==> src/rtl/i2c_tgt_pkg.sv <==
package i2c_tgt_pkg;
  typedef enum logic [2:0] {
    ST_IDLE,
    ST_ADDR,
    ST_ADDR_ACK,
    ST_RX,
    ST_RX_ACK,
    ST_TX,
    ST_TX_ACK
  } tgt_state_e;
endpackage

==> src/rtl/i2c_bus_sync.sv <==
module i2c_bus_sync #(
  parameter int STAGES = 2
) (
  input  logic clk,
  input  logic rst_n,
  input  logic scl_in,
  input  logic sda_in,
  output logic scl_s,
  output logic sda_s,
  output logic scl_rise,
  output logic scl_fall,
  output logic start_det,
  output logic stop_det
);
  localparam int LINES = 2;

  logic [LINES-1:0] raw, synced, prev_q;

  assign raw = {sda_in, scl_in};

  for (genvar g = 0; g < LINES; g++) begin : g_line
    logic [STAGES-1:0] chain_q;
    always_ff @(posedge clk or negedge rst_n) begin
      if (!rst_n) chain_q <= '1;
      else        chain_q <= {chain_q[STAGES-2:0], raw[g]};
    end
    assign synced[g] = chain_q[STAGES-1];
  end

  always_ff @(posedge clk or negedge rst_n) begin
    if (!rst_n) prev_q <= '1;
    else        prev_q <= synced;
  end

  assign scl_s     = synced[0];
  assign sda_s     = synced[1];
  assign scl_rise  = scl_s & ~prev_q[0];
  assign scl_fall  = ~scl_s & prev_q[0];
  assign start_det = scl_s & prev_q[0] & prev_q[1] & ~sda_s;
  assign stop_det  = scl_s & prev_q[0] & ~prev_q[1] & sda_s;
endmodule

==> src/rtl/i2c_target_ctrl.sv <==
module i2c_target_ctrl
  import i2c_tgt_pkg::*;
#(
  parameter int         PTR_W   = 4,
  parameter logic [5:0] ADDR_HI = 6'b001110
) (
  input  logic             clk,
  input  logic             rst_n,
  input  logic             enable,
  input  logic             addr_sel,
  input  logic             scl_s,
  input  logic             sda_s,
  input  logic             scl_rise,
  input  logic             scl_fall,
  input  logic             start_det,
  input  logic             stop_det,
  input  logic [7:0]       reg_rdata,
  output logic             sda_oe,
  output logic [PTR_W-1:0] reg_addr,
  output logic [7:0]       reg_wdata,
  output logic             reg_we
);
  localparam logic [PTR_W-1:0] PTR_ONE  = 1;
  localparam logic [3:0]       BITS_IN  = 4'd8;
  localparam logic [3:0]       LAST_OUT = 4'd7;

  tgt_state_e       st_q, st_n;
  logic [3:0]       cnt_q, cnt_n;
  logic [7:0]       sh_q, sh_n;
  logic [PTR_W-1:0] ptr_q, ptr_n;
  logic             ptr_phase_q, ptr_phase_n;
  logic             rw_q, rw_n;
  logic             oe_q, oe_n;
  logic             mack_q, mack_n;
  logic             ptr_ld, we_c;
  logic [6:0]       own_addr;

  assign own_addr = {ADDR_HI, addr_sel};

  always_comb begin
    st_n        = st_q;
    cnt_n       = cnt_q;
    sh_n        = sh_q;
    ptr_n       = ptr_q;
    ptr_phase_n = ptr_phase_q;
    rw_n        = rw_q;
    oe_n        = oe_q;
    mack_n      = mack_q;
    ptr_ld      = 1'b0;
    we_c        = 1'b0;
    if (!enable) begin
      st_n        = ST_IDLE;
      oe_n        = 1'b0;
      ptr_phase_n = 1'b0;
    end else if (start_det) begin
      st_n  = ST_ADDR;
      cnt_n = 4'd0;
      oe_n  = 1'b0;
    end else if (stop_det) begin
      st_n = ST_IDLE;
      oe_n = 1'b0;
    end else begin
      case (st_q)
        ST_ADDR, ST_RX: begin
          if (scl_rise && cnt_q != BITS_IN) begin
            sh_n  = {sh_q[6:0], sda_s};
            cnt_n = cnt_q + 4'd1;
          end
          if (scl_fall && cnt_q == BITS_IN) begin
            if (st_q == ST_ADDR) begin
              if (sh_q[7:1] == own_addr) begin
                st_n = ST_ADDR_ACK;
                oe_n = 1'b1;
                rw_n = sh_q[0];
              end else begin
                st_n = ST_IDLE;
              end
            end else begin
              st_n = ST_RX_ACK;
              oe_n = 1'b1;
              if (ptr_phase_q) begin
                ptr_n       = sh_q[PTR_W-1:0];
                ptr_ld      = 1'b1;
                ptr_phase_n = 1'b0;
              end else begin
                we_c  = 1'b1;
                ptr_n = ptr_q + PTR_ONE;
              end
            end
          end
        end
        ST_ADDR_ACK: begin
          if (scl_fall) begin
            cnt_n = 4'd0;
            if (rw_q) begin
              st_n = ST_TX;
              sh_n = reg_rdata;
              oe_n = ~reg_rdata[7];
            end else begin
              st_n        = ST_RX;
              oe_n        = 1'b0;
              ptr_phase_n = 1'b1;
            end
          end
        end
        ST_RX_ACK: begin
          if (scl_fall) begin
            st_n  = ST_RX;
            oe_n  = 1'b0;
            cnt_n = 4'd0;
          end
        end
        ST_TX: begin
          if (scl_fall) begin
            if (cnt_q == LAST_OUT) begin
              st_n = ST_TX_ACK;
              oe_n = 1'b0;
            end else begin
              sh_n  = {sh_q[6:0], 1'b0};
              oe_n  = ~sh_q[6];
              cnt_n = cnt_q + 4'd1;
            end
          end
        end
        ST_TX_ACK: begin
          if (scl_rise) begin
            mack_n = ~sda_s;
            if (!sda_s) ptr_n = ptr_q + PTR_ONE;
          end
          if (scl_fall) begin
            if (mack_q) begin
              st_n  = ST_TX;
              sh_n  = reg_rdata;
              oe_n  = ~reg_rdata[7];
              cnt_n = 4'd0;
            end else begin
              st_n = ST_IDLE;
            end
          end
        end
        default: ;
      endcase
    end
  end

  always_ff @(posedge clk or negedge rst_n) begin
    if (!rst_n) begin
      st_q        <= ST_IDLE;
      cnt_q       <= 4'd0;
      sh_q        <= 8'd0;
      ptr_q       <= '0;
      ptr_phase_q <= 1'b0;
      rw_q        <= 1'b0;
      oe_q        <= 1'b0;
      mack_q      <= 1'b0;
    end else begin
      st_q        <= st_n;
      cnt_q       <= cnt_n;
      sh_q        <= sh_n;
      ptr_q       <= ptr_n;
      ptr_phase_q <= ptr_phase_n;
      rw_q        <= rw_n;
      oe_q        <= oe_n;
      mack_q      <= mack_n;
    end
  end

  assign sda_oe    = oe_q;
  assign reg_addr  = ptr_q;
  assign reg_wdata = sh_q;
  assign reg_we    = we_c;

  // a detected START always leads to address reception
  a_r1_start_enters_addr: assert property (@(posedge clk) disable iff (!rst_n)
    (enable && start_det) |=> (st_q == ST_ADDR));

  // the acknowledge is held for the whole ack slot
  a_r2_ack_held: assert property (@(posedge clk) disable iff (!rst_n)
    (st_q == ST_ADDR_ACK || st_q == ST_RX_ACK) |-> oe_q);

  // every register write is followed by an acknowledge drive
  a_r4_write_then_ack: assert property (@(posedge clk) disable iff (!rst_n)
    reg_we |=> oe_q);

  // SDA drive is steady while SCL stays high
  a_r5_oe_stable_scl_high: assert property (@(posedge clk) disable iff (!rst_n)
    (scl_s && $past(scl_s) && enable && $past(enable)) |-> $stable(oe_q));

  // apart from a pointer load the pointer only steps by one (with wrap)
  a_r8_ptr_step: assert property (@(posedge clk) disable iff (!rst_n)
    (!$stable(ptr_q) && !$past(ptr_ld)) |-> (ptr_q == $past(ptr_q) + PTR_ONE));

  // off mode keeps the bus and the register port quiet
  a_r9_off_quiet: assert property (@(posedge clk) disable iff (!rst_n)
    !$past(enable) |-> (!oe_q && !reg_we));
endmodule

==> src/rtl/i2c_reg_target.sv <==
module i2c_reg_target #(
  parameter int         PTR_W       = 4,
  parameter logic [5:0] ADDR_HI     = 6'b001110,
  parameter int         SYNC_STAGES = 2
) (
  input  logic             clk,
  input  logic             rst_n,
  input  logic             enable,
  input  logic             addr_sel,
  input  logic             scl_in,
  input  logic             sda_in,
  output logic             sda_oe,
  output logic [PTR_W-1:0] reg_addr,
  output logic             reg_we,
  output logic [7:0]       reg_wdata,
  input  logic [7:0]       reg_rdata
);
  logic [1:0] rst_sq;
  logic       rst_int_n;
  logic       scl_s, sda_s, scl_rise, scl_fall, start_det, stop_det;

  always_ff @(posedge clk or negedge rst_n) begin
    if (!rst_n) rst_sq <= 2'b00;
    else        rst_sq <= {rst_sq[0], 1'b1};
  end
  assign rst_int_n = rst_sq[1];

  i2c_bus_sync #(.STAGES(SYNC_STAGES)) u_sync (
    .clk       (clk),
    .rst_n     (rst_int_n),
    .scl_in    (scl_in),
    .sda_in    (sda_in),
    .scl_s     (scl_s),
    .sda_s     (sda_s),
    .scl_rise  (scl_rise),
    .scl_fall  (scl_fall),
    .start_det (start_det),
    .stop_det  (stop_det)
  );

  i2c_target_ctrl #(.PTR_W(PTR_W), .ADDR_HI(ADDR_HI)) u_ctrl (
    .clk       (clk),
    .rst_n     (rst_int_n),
    .enable    (enable),
    .addr_sel  (addr_sel),
    .scl_s     (scl_s),
    .sda_s     (sda_s),
    .scl_rise  (scl_rise),
    .scl_fall  (scl_fall),
    .start_det (start_det),
    .stop_det  (stop_det),
    .reg_rdata (reg_rdata),
    .sda_oe    (sda_oe),
    .reg_addr  (reg_addr),
    .reg_wdata (reg_wdata),
    .reg_we    (reg_we)
  );
endmodule

==> config.mk <==
export PLATFORM = sky130hd
export DESIGN_NAME = i2c_reg_target
export DESIGN_NICKNAME = d
export VERILOG_FILES = /design/src/rtl/i2c_tgt_pkg.sv /design/src/rtl/i2c_bus_sync.sv /design/src/rtl/i2c_target_ctrl.sv /design/src/rtl/i2c_reg_target.sv
export SDC_FILE = /design/constraint.sdc
export NUM_CORES = 1
export LEC_CHECK = 0
export BUFFER_PORTS_ARGS = -buffer_cell sky130_fd_sc_hd__buf_2
export CELL_PAD_IN_SITES_DETAIL_PLACEMENT = 1
export CELL_PAD_IN_SITES_GLOBAL_PLACEMENT = 2
export CORE_ASPECT_RATIO = 0.5
export CORE_MARGIN = 3
export CORE_UTILIZATION = 35
export DETAILED_ROUTE_END_ITERATION = 12
export GPL_TIMING_DRIVEN = 0
export PLACE_DENSITY_LB_ADDON = 0.1
export SLEW_MARGIN = 20
export SYNTH_ARGS = -nofsm -noshare
export SYNTH_HDL_FRONTEND = slang
export SYNTH_HIERARCHICAL = 1
export SYNTH_SLANG_ARGS = --single-unit
==> constraint.sdc <==
create_clock -name clk -period 2.49 [get_ports clk]
set_input_delay 0.498 -clock clk [delete_from_list [all_inputs] [get_ports clk]]
set_output_delay 0.498 -clock clk [all_outputs]
set_load 0.05 [all_outputs]
==> key figures, run 1 <==
Status
  • Run status: complete, no violations

Min path
  • Worst hold path depth: 1
  • Hold Startpoint: sda_in
  • Worst min-delay path class: in -> reg
  • Worst Hold Path EP: u_sync/g_line[1].chain_q[0]

Final layout
  • Area growth from synthesis to layout: 24.9%
  • Post-route core utilization: 46.3%
  • Fraction of final layout cells sized beyond drive strength 1: about a third
  • Count of inserted antenna diode cells: 0
  • Leading cell type in the layout, fill and taps excluded: sky130_fd_sc_hd__nand2_1
  • Final layout net count: approximately 250
  • Commonest non-fill, non-tap cells in the layout: 38 x sky130_fd_sc_hd__nand2_1, 26 x sky130_fd_sc_hd__buf_2, 23 x sky130_fd_sc_hd__dfrtp_1

Die
  • Die width: approximately 110 um
  • Effective utilization at floorplan: between 30% and 40%
  • Die outline area: between 6000 and 7000 sq um
  • Number of cell rows: 18
  • Top Ports: 28
  • Die Height: 57.7 um
  • CORE AREA: between 5000 and 6000 sq um

Placement
  • IO Port Bufs: 27
  • Worst setup slack before clock tree synthesis: -0.318 ns
  • Global placement routability congestion: 0.840
  • Post-detail-place hpwl: 3840 um

Global route
  • Total track usage: about a fifth
  • Grt ovf: 0
  • Vias in the first global route: ~1.7k
  • Global-route wire length before repair: 8880 um
  • Number of antenna violations at the first check in global routing: 0
  • Pin count of the biggest net entering global routing: 30

STA
  • Fin. max-slew vios: 0
  • Worst max-slew margin expressed relative to the limit: 47.4%
  • F_max: 0.418 GHz
  • Final hold violations: 0
  • Count of endpoints failing setup in the final report: 0
  • Setup skew after layout: approximately 0.0064 ns
  • Post-route fraction of the period consumed by the critical path: ~96%
  • Final critical-path required period: roughly 2.4 ns
  • Transition time at the pin with the least slew margin: roughly 0.78 ns
  • Final worst slack: 0.0982 ns

Clocking
  • Insertion delay to the later sink of the worst-skew pair: ~0.29 ns
  • Clock tree from TritonCTS: done
  • Depth of the CTS H-tree: 2
  • Total CTS buffers: 5
  • Root buffer cell: sky130_fd_sc_hd__clkbuf_8
  • Number of clock sinks seen by CTS: 31
  • Reg clk slew, reported paths: 0.07 ns
  • Maximum clock path buffer count: 2

Worst setup path
  • Crit path arrival time: 1.89 ns
  • Startpoint kind of the worst setup timing path: flip-flop
  • Worst path required time: 1.99 ns
  • Crit-path leading delay family: simple AND/OR/NAND/NOR gates
  • Critical Setup Path Class: reg -> out
  • Highest-delay cell along the critical path: sky130_fd_sc_hd__dfrtp_1
  • R2r startpoint: u_sync/g_line[1].chain_q[1]
  • R2R cell count: 6
  • Largest incremental delay on the critical path: ~0.4 ns
  • Largest fanout on the critical path: 4
  • Cell-by-cell listing of the critical path: inv_1 -> ha_1 -> nand4b_1 -> or2_4 -> nor4_4 -> buf_6
  • WP buf/inv: 2
  • Kind of end point of the critical path: output pin
  • End of the worst register-to-register path: u_ctrl/rw_q
  • Slack of the worst reg-to-reg path: 0.12 ns

Routing
  • Antenna viol nets, final: 0
  • Count of vias placed by the detailed router: 1657
  • DRC viols: 0
  • Starting DRT DRC Count: between 40 and 50
  • Final wirelength: about 5500 um
  • Vias per Instance: about 5.4
  • DR pass1 iterations: 4
  • Average detailed-routed wire length per instance: between 15 and 20 um

Synthesis
  • Post-Syn Area: 1870 sq um
  • Register bit total from synthesis: 31
  • Number of warnings reported in the yosys synthesis log: 6
  • Proportion of register bits with asynchronous set or reset after synthesis: between 90% and 100%
  • Gate count after technology mapping: 197
  • Post-synth EDFFs: 0
  • Mapped Avg Cell Area: 9.50 sq um
  • Mapped Nets: 214
  • Predominant post-synthesis flop cell: sky130_fd_sc_hd__dfrtp_1
  • Number of distinct library cells after synthesis: 51
  • Share of the yosys chip area belonging to registers: a little over two fifths

Pwr
  • Cell leakage power: 1.03 nW
  • Power per cell area: 967 nW/um^2
  • Worst-case vdd ir drop: around 0.00091 V
  • Final Power: approximately 2.3 mW

Job
  • Max-cap violations: 0
-- flip-flops by register name, summed over array words and instances (netlist names) --
signal,cells
rst_sq,2
u_ctrl/cnt_q,4
u_ctrl/mack_q,1
u_ctrl/ptr_phase_q,1
u_ctrl/reg_addr,4
u_ctrl/reg_wdata,8
u_ctrl/rw_q,1
u_ctrl/sda_oe,1
u_ctrl/st_q,3
u_sync/g_line.chain_q,4
u_sync/prev_q,2
-- cells by family (layout without fill, tap and decap cells) --
kind of cell	Yosys count	count (layout)	synth area share [%]
adder cells (fa/ha/maj)	3	3	2.01
other	1	1	0.200
XOR/XNOR	1	1	0.468
AND/OR/NAND/NOR	94	94	27.5
buffers and inverters	15	55	3.08
AO/OA/AOI/OAI	34	34	14.6
flip-flops	31	31	41.9
multiplexers	18	18	10.3
-- worst max-delay path by stage --
stage	endpoint	slack, ns	cells past startpoint	startpoint
floorplan	reg_we	0.03	5	u_sync/g_line[1].chain_q[1]
global placement	u_ctrl/reg_wdata[3]	-0.33	6	u_sync/g_line[1].chain_q[1]
detailed placement	u_ctrl/reg_wdata[7]	-0.32	6	u_sync/g_line[1].chain_q[1]
CTS	reg_we	-0.009	4	u_sync/g_line[1].chain_q[1]
global route	reg_we	-0.02	6	u_ctrl/cnt_q[0]
finish	reg_we	0.1	6	u_ctrl/cnt_q[0]
-- metal layers --
metal	vias up	track usage, %	share of wire [%]
met2	41	26.9	43
met3	4	5.67	5.1
met4	0	4.62	0.56
met1	822	27.4	51
met5	-	0	0
li1	790	-	-
-- worst register-to-register path, delay by kind of cell (launching register included) --
family | cells | cell delay [ns]
muxes | 1 | 0.38
DFF | 1 | 0.56
and+or+nand+nor | 3 | 1.05
buffers and inverters | 2 | 0.28
-- synth_stat cells (4+ instances only) --
| library cell | instances | area share (%) |
|---|---|---|
| sky130_fd_sc_hd__o2bb2ai_1 | 4 | 1.9 |
| sky130_fd_sc_hd__dfstp_2 | 6 | 8.4 |
| sky130_fd_sc_hd__mux2i_1 | 8 | 4.3 |
| sky130_fd_sc_hd__clkbuf_1 | 8 | 1.6 |
| sky130_fd_sc_hd__dfrtp_1 | 25 | 33 |
| sky130_fd_sc_hd__nor2b_1 | 8 | 2.7 |
| sky130_fd_sc_hd__nand2b_1 | 5 | 1.7 |
| sky130_fd_sc_hd__nor2_1 | 8 | 1.6 |
| sky130_fd_sc_hd__nor4_1 | 5 | 1.7 |
| sky130_fd_sc_hd__inv_1 | 6 | 1.2 |
| sky130_fd_sc_hd__nor3_1 | 4 | 1.1 |
| sky130_fd_sc_hd__o21ai_0 | 7 | 1.9 |
| sky130_fd_sc_hd__nand2_1 | 38 | 7.6 |
| sky130_fd_sc_hd__mux2_2 | 10 | 6.0 |
-- layout make-up --
type / instances / area, sq um
clock inverters: 3 / 43.8
repair buffers: 34 / 209
plain buffers: 7 / 31.3
flip-flops and latches: 31 / 786
fillers: 598 / 2710
clock buffers: 5 / 68.8
well taps: 70 / 87.6
inverters: 6 / 22.5
multi-input cells: 151 / 1090
-- power by group --
group | internal, mW | total, mW | switching, mW | leakage [nW]
clock network | 0.298 | 0.508 | 0.210 | 0.0581
registers | 0.628 | 0.777 | 0.149 | 0.379
logic | 0.340 | 0.976 | 0.637 | 0.592
total | 1.27 | 2.26 | 0.995 | 1.03
-- through the flow --
step | std cells | cell area, sq um | hold slack [ns] | setup TNS [ns]
after global routing | 307 | 2340 | 0.274 | -0.0182
final | 307 | 2340 | 0.302 | 0
after CTS | 306 | 2300 | 0.292 | -0.00874
after floorplan | 197 | 1890 | 0.202 | 0
after detailed placement | 294 | 2110 | 0.287 | -2.58
after global placement | 294 | 2110 | 0.283 | -2.74
-- repair_timing --
| item | in CTS | in global routing |
|---|---|---|
| cloned | 0 | 0 |
| buffers inserted | 5 | 1 |
| pin swaps | 3 | 2 |
| hold endpoints to repair | 2 | 0 |
| gates resized for setup | 9 | 7 |
| endpoints found under the setup margin | 12 | 7 |
| hold buffers | 1 | 0 |
Power figures use the tool's default switching activity.
==> run 2, diff against run 1 <==
==> constraint.sdc (replaced) <==
create_clock -name clk -period 2.4 [get_ports clk]
set_input_delay 0.48 -clock clk [delete_from_list [all_inputs] [get_ports clk]]
set_output_delay 0.48 -clock clk [all_outputs]
set_load 0.05 [all_outputs]
==> key figures, run 2 (same netlist as run 1, synthesis figures left out) <==
Worst setup path
  • Crit path arrival time: 2.01 ns
  • R2R cell count: 6
  • Worst path required time: between 1.5 and 2 ns
  • Startpoint kind of the worst setup timing path: flip-flop
  • Critical Setup Path Class: reg -> out
  • Kind of end point of the critical path: output pin
  • Largest fanout on the critical path: 4

Final layout
  • Final Instance Area: 2300 sq um
  • Area of the multi-input gates: 1070 sq um
  • Commonest non-fill, non-tap cells in the layout: 38 x sky130_fd_sc_hd__nand2_1, 26 x sky130_fd_sc_hd__buf_2, 23 x sky130_fd_sc_hd__dfrtp_1
  • Leading cell type in the layout, fill and taps excluded: sky130_fd_sc_hd__nand2_1
  • Non-filler instance count after layout: roughly 300
  • Max FFs per register: 8
  • Area growth from synthesis to layout: 23.0%
  • Fraction of final layout cells sized beyond drive strength 1: between 30% and 40%
  • Layout filler cell count: 605
  • Count of inserted antenna diode cells: 0
  • Final layout net count: between 200 and 300
  • Register Area: 786 sq um

Job
  • Max-cap violations: 0

Pwr
  • Power per cell area: just under 1000 nW/um^2
  • Final Power: 2.25 mW
  • Worst-case vdd ir drop: ~0.00063 V
  • Cell leakage power: 1.01 nW

Clocking
  • Reg clk slew, reported paths: approximately 0.07 ns
  • Maximum clock path buffer count: 2
  • Depth of the CTS H-tree: 2
  • Number of clock sinks seen by CTS: 31
  • Total CTS buffers: 5
  • Clock tree from TritonCTS: done
  • Root buffer cell: sky130_fd_sc_hd__clkbuf_8
  • Insertion delay to the later sink of the worst-skew pair: 0.29 ns

Global route
  • Vias in the first global route: roughly 1.8k
  • Grt ovf: 0
  • Global-route wire length before repair: between 9000 and 10000 um
  • Total track usage: around a fifth
  • Pin count of the biggest net entering global routing: 30
  • Number of antenna violations at the first check in global routing: 0

STA
  • Transition time at the pin with the least slew margin: roughly 0.74 ns
  • Final hold violations: 0
  • Setup skew after layout: between 0.005 and 0.006 ns
  • Final worst slack: -0.0867 ns
  • Count of endpoints failing setup in the final report: 2
  • Fin. max-slew vios: 0
  • Unrepaired setup endpoints after global routing: yes
  • Final critical-path required period: around 2.5 ns
  • Worst hold margin: 0.288 ns
  • F_max: a little over 0.4 GHz
  • Post-route fraction of the period consumed by the critical path: 104%
  • Worst max-slew margin expressed relative to the limit: 49.8%

Placement
  • Global placement routability congestion: roughly 0.8
  • Number of placed instances, taps included: about 290
  • Post-detail-place hpwl: approximately 3900 um
  • Standard cell area after detailed placement: ~2100 sq um
  • Worst setup slack before clock tree synthesis: -0.300 ns
  • IO Port Bufs: 27

Die
  • Die outline area: between 6000 and 7000 sq um
  • Die width: ~110 um
  • Top Ports: 28
  • Effective utilization at floorplan: 37.1%
  • Number of cell rows: 18
  • CORE AREA: about 5000 sq um
  • Die Height: slightly below 60 um

Routing
  • Highest metal layer used by the detailed router: met4
  • Count of vias placed by the detailed router: roughly 1.7k
  • Average detailed-routed wire length per instance: 17.8 um
  • DRC viols: 0
  • Antenna viol nets, final: 0
  • Starting DRT DRC Count: 52
  • Met3 Routed Length: about 320 um
  • Met2 routed WL: about 2300 um
  • Final wirelength: about 5500 um
  • Wire length on met1: between 2000 and 3000 um
  • Vias per Instance: 5.43
  • DR pass1 iterations: 4

Min path
  • Worst min-delay path class: in -> reg
  • Worst hold path depth: 1

Status
  • Violated checks: negative setup slack
  • Run status: finished with violations
-- run 2: power by group --
part / total (mW) / switching [mW] / internal [mW]
sequential: 0.798 / 0.145 / 0.652
clock: 0.406 / 0.204 / 0.202
combinational: 1.04 / 0.671 / 0.372
-- run 2: critical path, cell delays in order, from the launching register on --
cell and delay (ns):
sky130_fd_sc_hd__dfstp_2 0.55, sky130_fd_sc_hd__and4b_2 0.25, sky130_fd_sc_hd__or3b_4 0.45, sky130_fd_sc_hd__nor4_4 0.27, sky130_fd_sc_hd__buf_6 0.20
-- run 2: cell type report --
class,instances,share of cell area [%]
buffer,7,1.36
clock buffer,6,3.15
clock inverter,2,0.544
inverter,6,0.979
multi-input combinational,151,46.7
sequential,31,34.1
tap,70,3.81
timing repair buffer,36,9.35
-- run 2: worst paths after layout --
kind / start / to / slack, ns
max in group asynchronous: rst_sq[1] / u_ctrl/st_q[0] / 1.64
min reg2reg: rst_sq[1] / u_ctrl/reg_wdata[0] / 0.30
min: sda_in / u_sync/g_line[1].chain_q[0] / 0.29
min in group asynchronous: rst_sq[1] / u_ctrl/reg_wdata[0] / 0.30
max reg2reg: u_sync/g_line[1].chain_q[1] / u_ctrl/reg_addr[0] / -0.03
max: u_sync/g_line[1].chain_q[1] / reg_we / -0.09
-- run 2: layer usage --
layer	track usage, %	vias up
met5	0	-
met4	7.46	0
met3	6.01	11
met2	28.5	51
met1	26.6	823
li1	-	793
-- run 2: timing repair --
action | CTS | global route
pin swaps | 3 | 0
resized for setup | 9 | 6
setup buffers | 5 | 3
hold endpoints to repair | 2 | 0
endpoints found under the setup margin | 16 | 18
hold buffers | 1 | 0
-- run 2: per-stage QoR --
stage	utilization, %	TNS (ns)
2_1_floorplan	-	-0.0444
3_3_place_gp	41.8	-2.99
3_5_place_dp	41.8	-2.93
4_1_cts	44.8	-0.127
5_1_grt	45.6	-0.387
6_report	45.6	-0.114
==> run 3, diff against run 2 <==
--- a/config.mk
+++ b/config.mk
@@ -6,14 +6,12 @@
 export NUM_CORES = 1
 export LEC_CHECK = 0
 export BUFFER_PORTS_ARGS = -buffer_cell sky130_fd_sc_hd__buf_2
-export CELL_PAD_IN_SITES_DETAIL_PLACEMENT = 1
-export CELL_PAD_IN_SITES_GLOBAL_PLACEMENT = 2
 export CORE_ASPECT_RATIO = 0.5
 export CORE_MARGIN = 3
-export CORE_UTILIZATION = 35
+export CORE_UTILIZATION = 53
 export DETAILED_ROUTE_END_ITERATION = 12
 export GPL_TIMING_DRIVEN = 0
-export PLACE_DENSITY_LB_ADDON = 0.1
+export PLACE_DENSITY = 0.75
 export SLEW_MARGIN = 20
 export SYNTH_ARGS = -nofsm -noshare
 export SYNTH_HDL_FRONTEND = slang
==> key figures, run 3 (same netlist as run 1, synthesis figures left out) <==
Die
  • Die width: between 90 and 100 um
  • Effective utilization at floorplan: roughly 59%
  • Die Height: just under 50 um
  • Top Ports: 28
  • Die outline area: between 4000 and 5000 sq um
  • Number of cell rows: 14
  • CORE AREA: between 3000 and 4000 sq um

Placement
  • Global placement routability congestion: 0.913
  • IO Port Bufs: 27
  • Post-detail-place hpwl: approximately 3200 um
  • Standard cell area after detailed placement: 2080 sq um

Global route
  • Vias in the first global route: ~1.6k
  • Total track usage: between 20% and 30%
  • Grt ovf: 0
  • Pin count of the biggest net entering global routing: 30
  • Global-route wire length before repair: roughly 7400 um
  • Number of antenna violations at the first check in global routing: 0

STA
  • Worst hold margin: between 0.2 and 0.3 ns
  • Worst max-slew margin expressed relative to the limit: between 50 and 60%
  • Transition time at the pin with the least slew margin: 0.718 ns
  • Count of endpoints failing setup in the final report: 0
  • Unrepaired setup endpoints after global routing: yes
  • Post-route fraction of the period consumed by the critical path: between 90 and 100%
  • Final critical-path required period: 2.38 ns
  • F_max: roughly 0.42 GHz
  • Setup skew after layout: a little over 0.004 ns
  • Final hold violations: 0
  • Fin. max-slew vios: 0

Pwr
  • Part of the total power dissipated in sequential elements: a little over a third
  • Worst-case vdd ir drop: roughly 0.00067 V
  • Part of the power in the clock network: a little under a fifth
  • Final Power: 2.21 mW
  • Cell internal power dissipation: ~1.2 mW
  • Switching power: 0.993 mW
  • Power per cell area: ~970 nW/um^2
  • Switching share of power: 45.0%
  • Gate power share: 45.6%
  • Cell leakage power: between 0.9 and 1 nW

Min path
  • Worst hold path depth: 1
  • Worst min-delay path class: in -> reg

Final layout
  • Leading cell type in the layout, fill and taps excluded: sky130_fd_sc_hd__nand2_1
  • Area growth from synthesis to layout: 21.1%
  • Final layout net count: about 250
  • Layout filler cell count: 258
  • Count of inserted antenna diode cells: 0
  • Fraction of final layout cells sized beyond drive strength 1: 32.2%
  • Final Instance Area: 2270 sq um
  • Commonest non-fill, non-tap cells in the layout: 38 x sky130_fd_sc_hd__nand2_1, 26 x sky130_fd_sc_hd__buf_2, 23 x sky130_fd_sc_hd__dfrtp_1
  • Max FFs per register: 8

Worst setup path
  • Largest fanout on the critical path: 4
  • Critical Setup Path Class: reg -> out
  • Crit path arrival time: between 1.5 and 2 ns
  • Startpoint kind of the worst setup timing path: flip-flop
  • R2R cell count: 5
  • Kind of end point of the critical path: output pin
  • Worst path required time: ~1.9 ns

Clocking
  • Total CTS buffers: 5
  • Number of clock sinks seen by CTS: 31
  • Maximum clock path buffer count: 2
  • Reg clk slew, reported paths: roughly 0.070 ns
  • Clock tree from TritonCTS: done
  • Root buffer cell: sky130_fd_sc_hd__clkbuf_8
  • Insertion delay to the later sink of the worst-skew pair: 0.29 ns
  • Depth of the CTS H-tree: 2

Job
  • Max-cap violations: 0

Routing
  • DRC viols: 0
  • Count of vias placed by the detailed router: between 1.5k and 2k
  • Final wirelength: 4610 um
  • Antenna viol nets, final: 0
  • Average detailed-routed wire length per instance: between 15 and 20 um
  • DR pass1 iterations: 4
  • Starting DRT DRC Count: between 100 and 150
  • Vias per Instance: 6.01

Status
  • Run status: complete, no violations
[run 3: changes by cell type in the layout (fill, tap and decap cells not counted), sizes merged]
cell  delta
buf      -3
[run 3: metal layers]
metal  vias to the layer above  GRT usage [%]  wire length (um)
li1                        798              -                 -
met1                       831           30.9              2200
met2                        61           35.2              1990
met3                        17           5.18               292
met4                         0           10.3               123
met5                         -              0                 0
[run 3: final timing paths]
check	endpoint	slack [ns]	from
worst min-delay path	u_sync/g_line[1].chain_q[0]	0.28	sda_in
worst max-delay path	reg_we	0.02	u_ctrl/cnt_q[0]
max in group asynchronous	u_ctrl/st_q[0]	1.66	rst_sq[1]
worst min register to register	u_ctrl/reg_wdata[4]	0.29	rst_sq[1]
min in group asynchronous	u_ctrl/reg_wdata[4]	0.29	rst_sq[1]
worst max register to register	u_ctrl/rw_q	0.12	u_sync/g_line[1].chain_q[1]
[run 3: what timing repair did]
action / in CTS / in global routing
setup buffers: 3 / 2
hold buffers: 1 / 0
hold endpoints to repair: 2 / 0
gates resized for setup: 10 / 10
pin swaps: 2 / 1
setup endpoints to repair: 13 / 16
[run 3: final cells by class]
class | instances | area [sq um] | share of cell area (%)
clock buffers | 6 | 72.6 | 3.20
inverters | 6 | 22.5 | 0.994
repair buffers | 33 | 193 | 8.50
multi-input cells | 151 | 1090 | 48.0
clock inverters | 2 | 12.5 | 0.552
flip-flops and latches | 31 | 786 | 34.7
plain buffers | 7 | 31.3 | 1.38
well taps | 48 | 60.1 | 2.65
[run 3: power by group through the flow]
stage               registers [mW]  logic (mW)  clock network [mW]
finish                       0.799        1.01               0.403
global route                 0.828        1.08               0.434
CTS                          0.798       0.964               0.415
detailed placement           0.806       0.948                   0
global placement             0.802       0.934                   0
floorplan                     1.04       0.476                   0
[run 3: per-stage QoR]
step / instances / worst slack [ns] / util [%] / TNS (ns)
global placement: 272 / -0.213 / 65.3 / -1.95
detailed placement: 272 / -0.255 / 65.3 / -2.38
global route: 284 / -0.0825 / 71.1 / -0.0825
floorplan: 197 / -0.0444 / - / -0.0444
finish: 284 / 0.0221 / 71.1 / 0
CTS: 282 / -0.0332 / 69.5 / -0.0332
[run 3: worst max-delay path: stages (launching register included)]
cell and delay (ns):
sky130_fd_sc_hd__dfrtp_1 0.42, sky130_fd_sc_hd__inv_2 0.07, sky130_fd_sc_hd__ha_2 0.18, sky130_fd_sc_hd__nand4b_1 0.21
sky130_fd_sc_hd__or2_4 0.32, sky130_fd_sc_hd__nor4_4 0.23, sky130_fd_sc_hd__buf_6 0.19
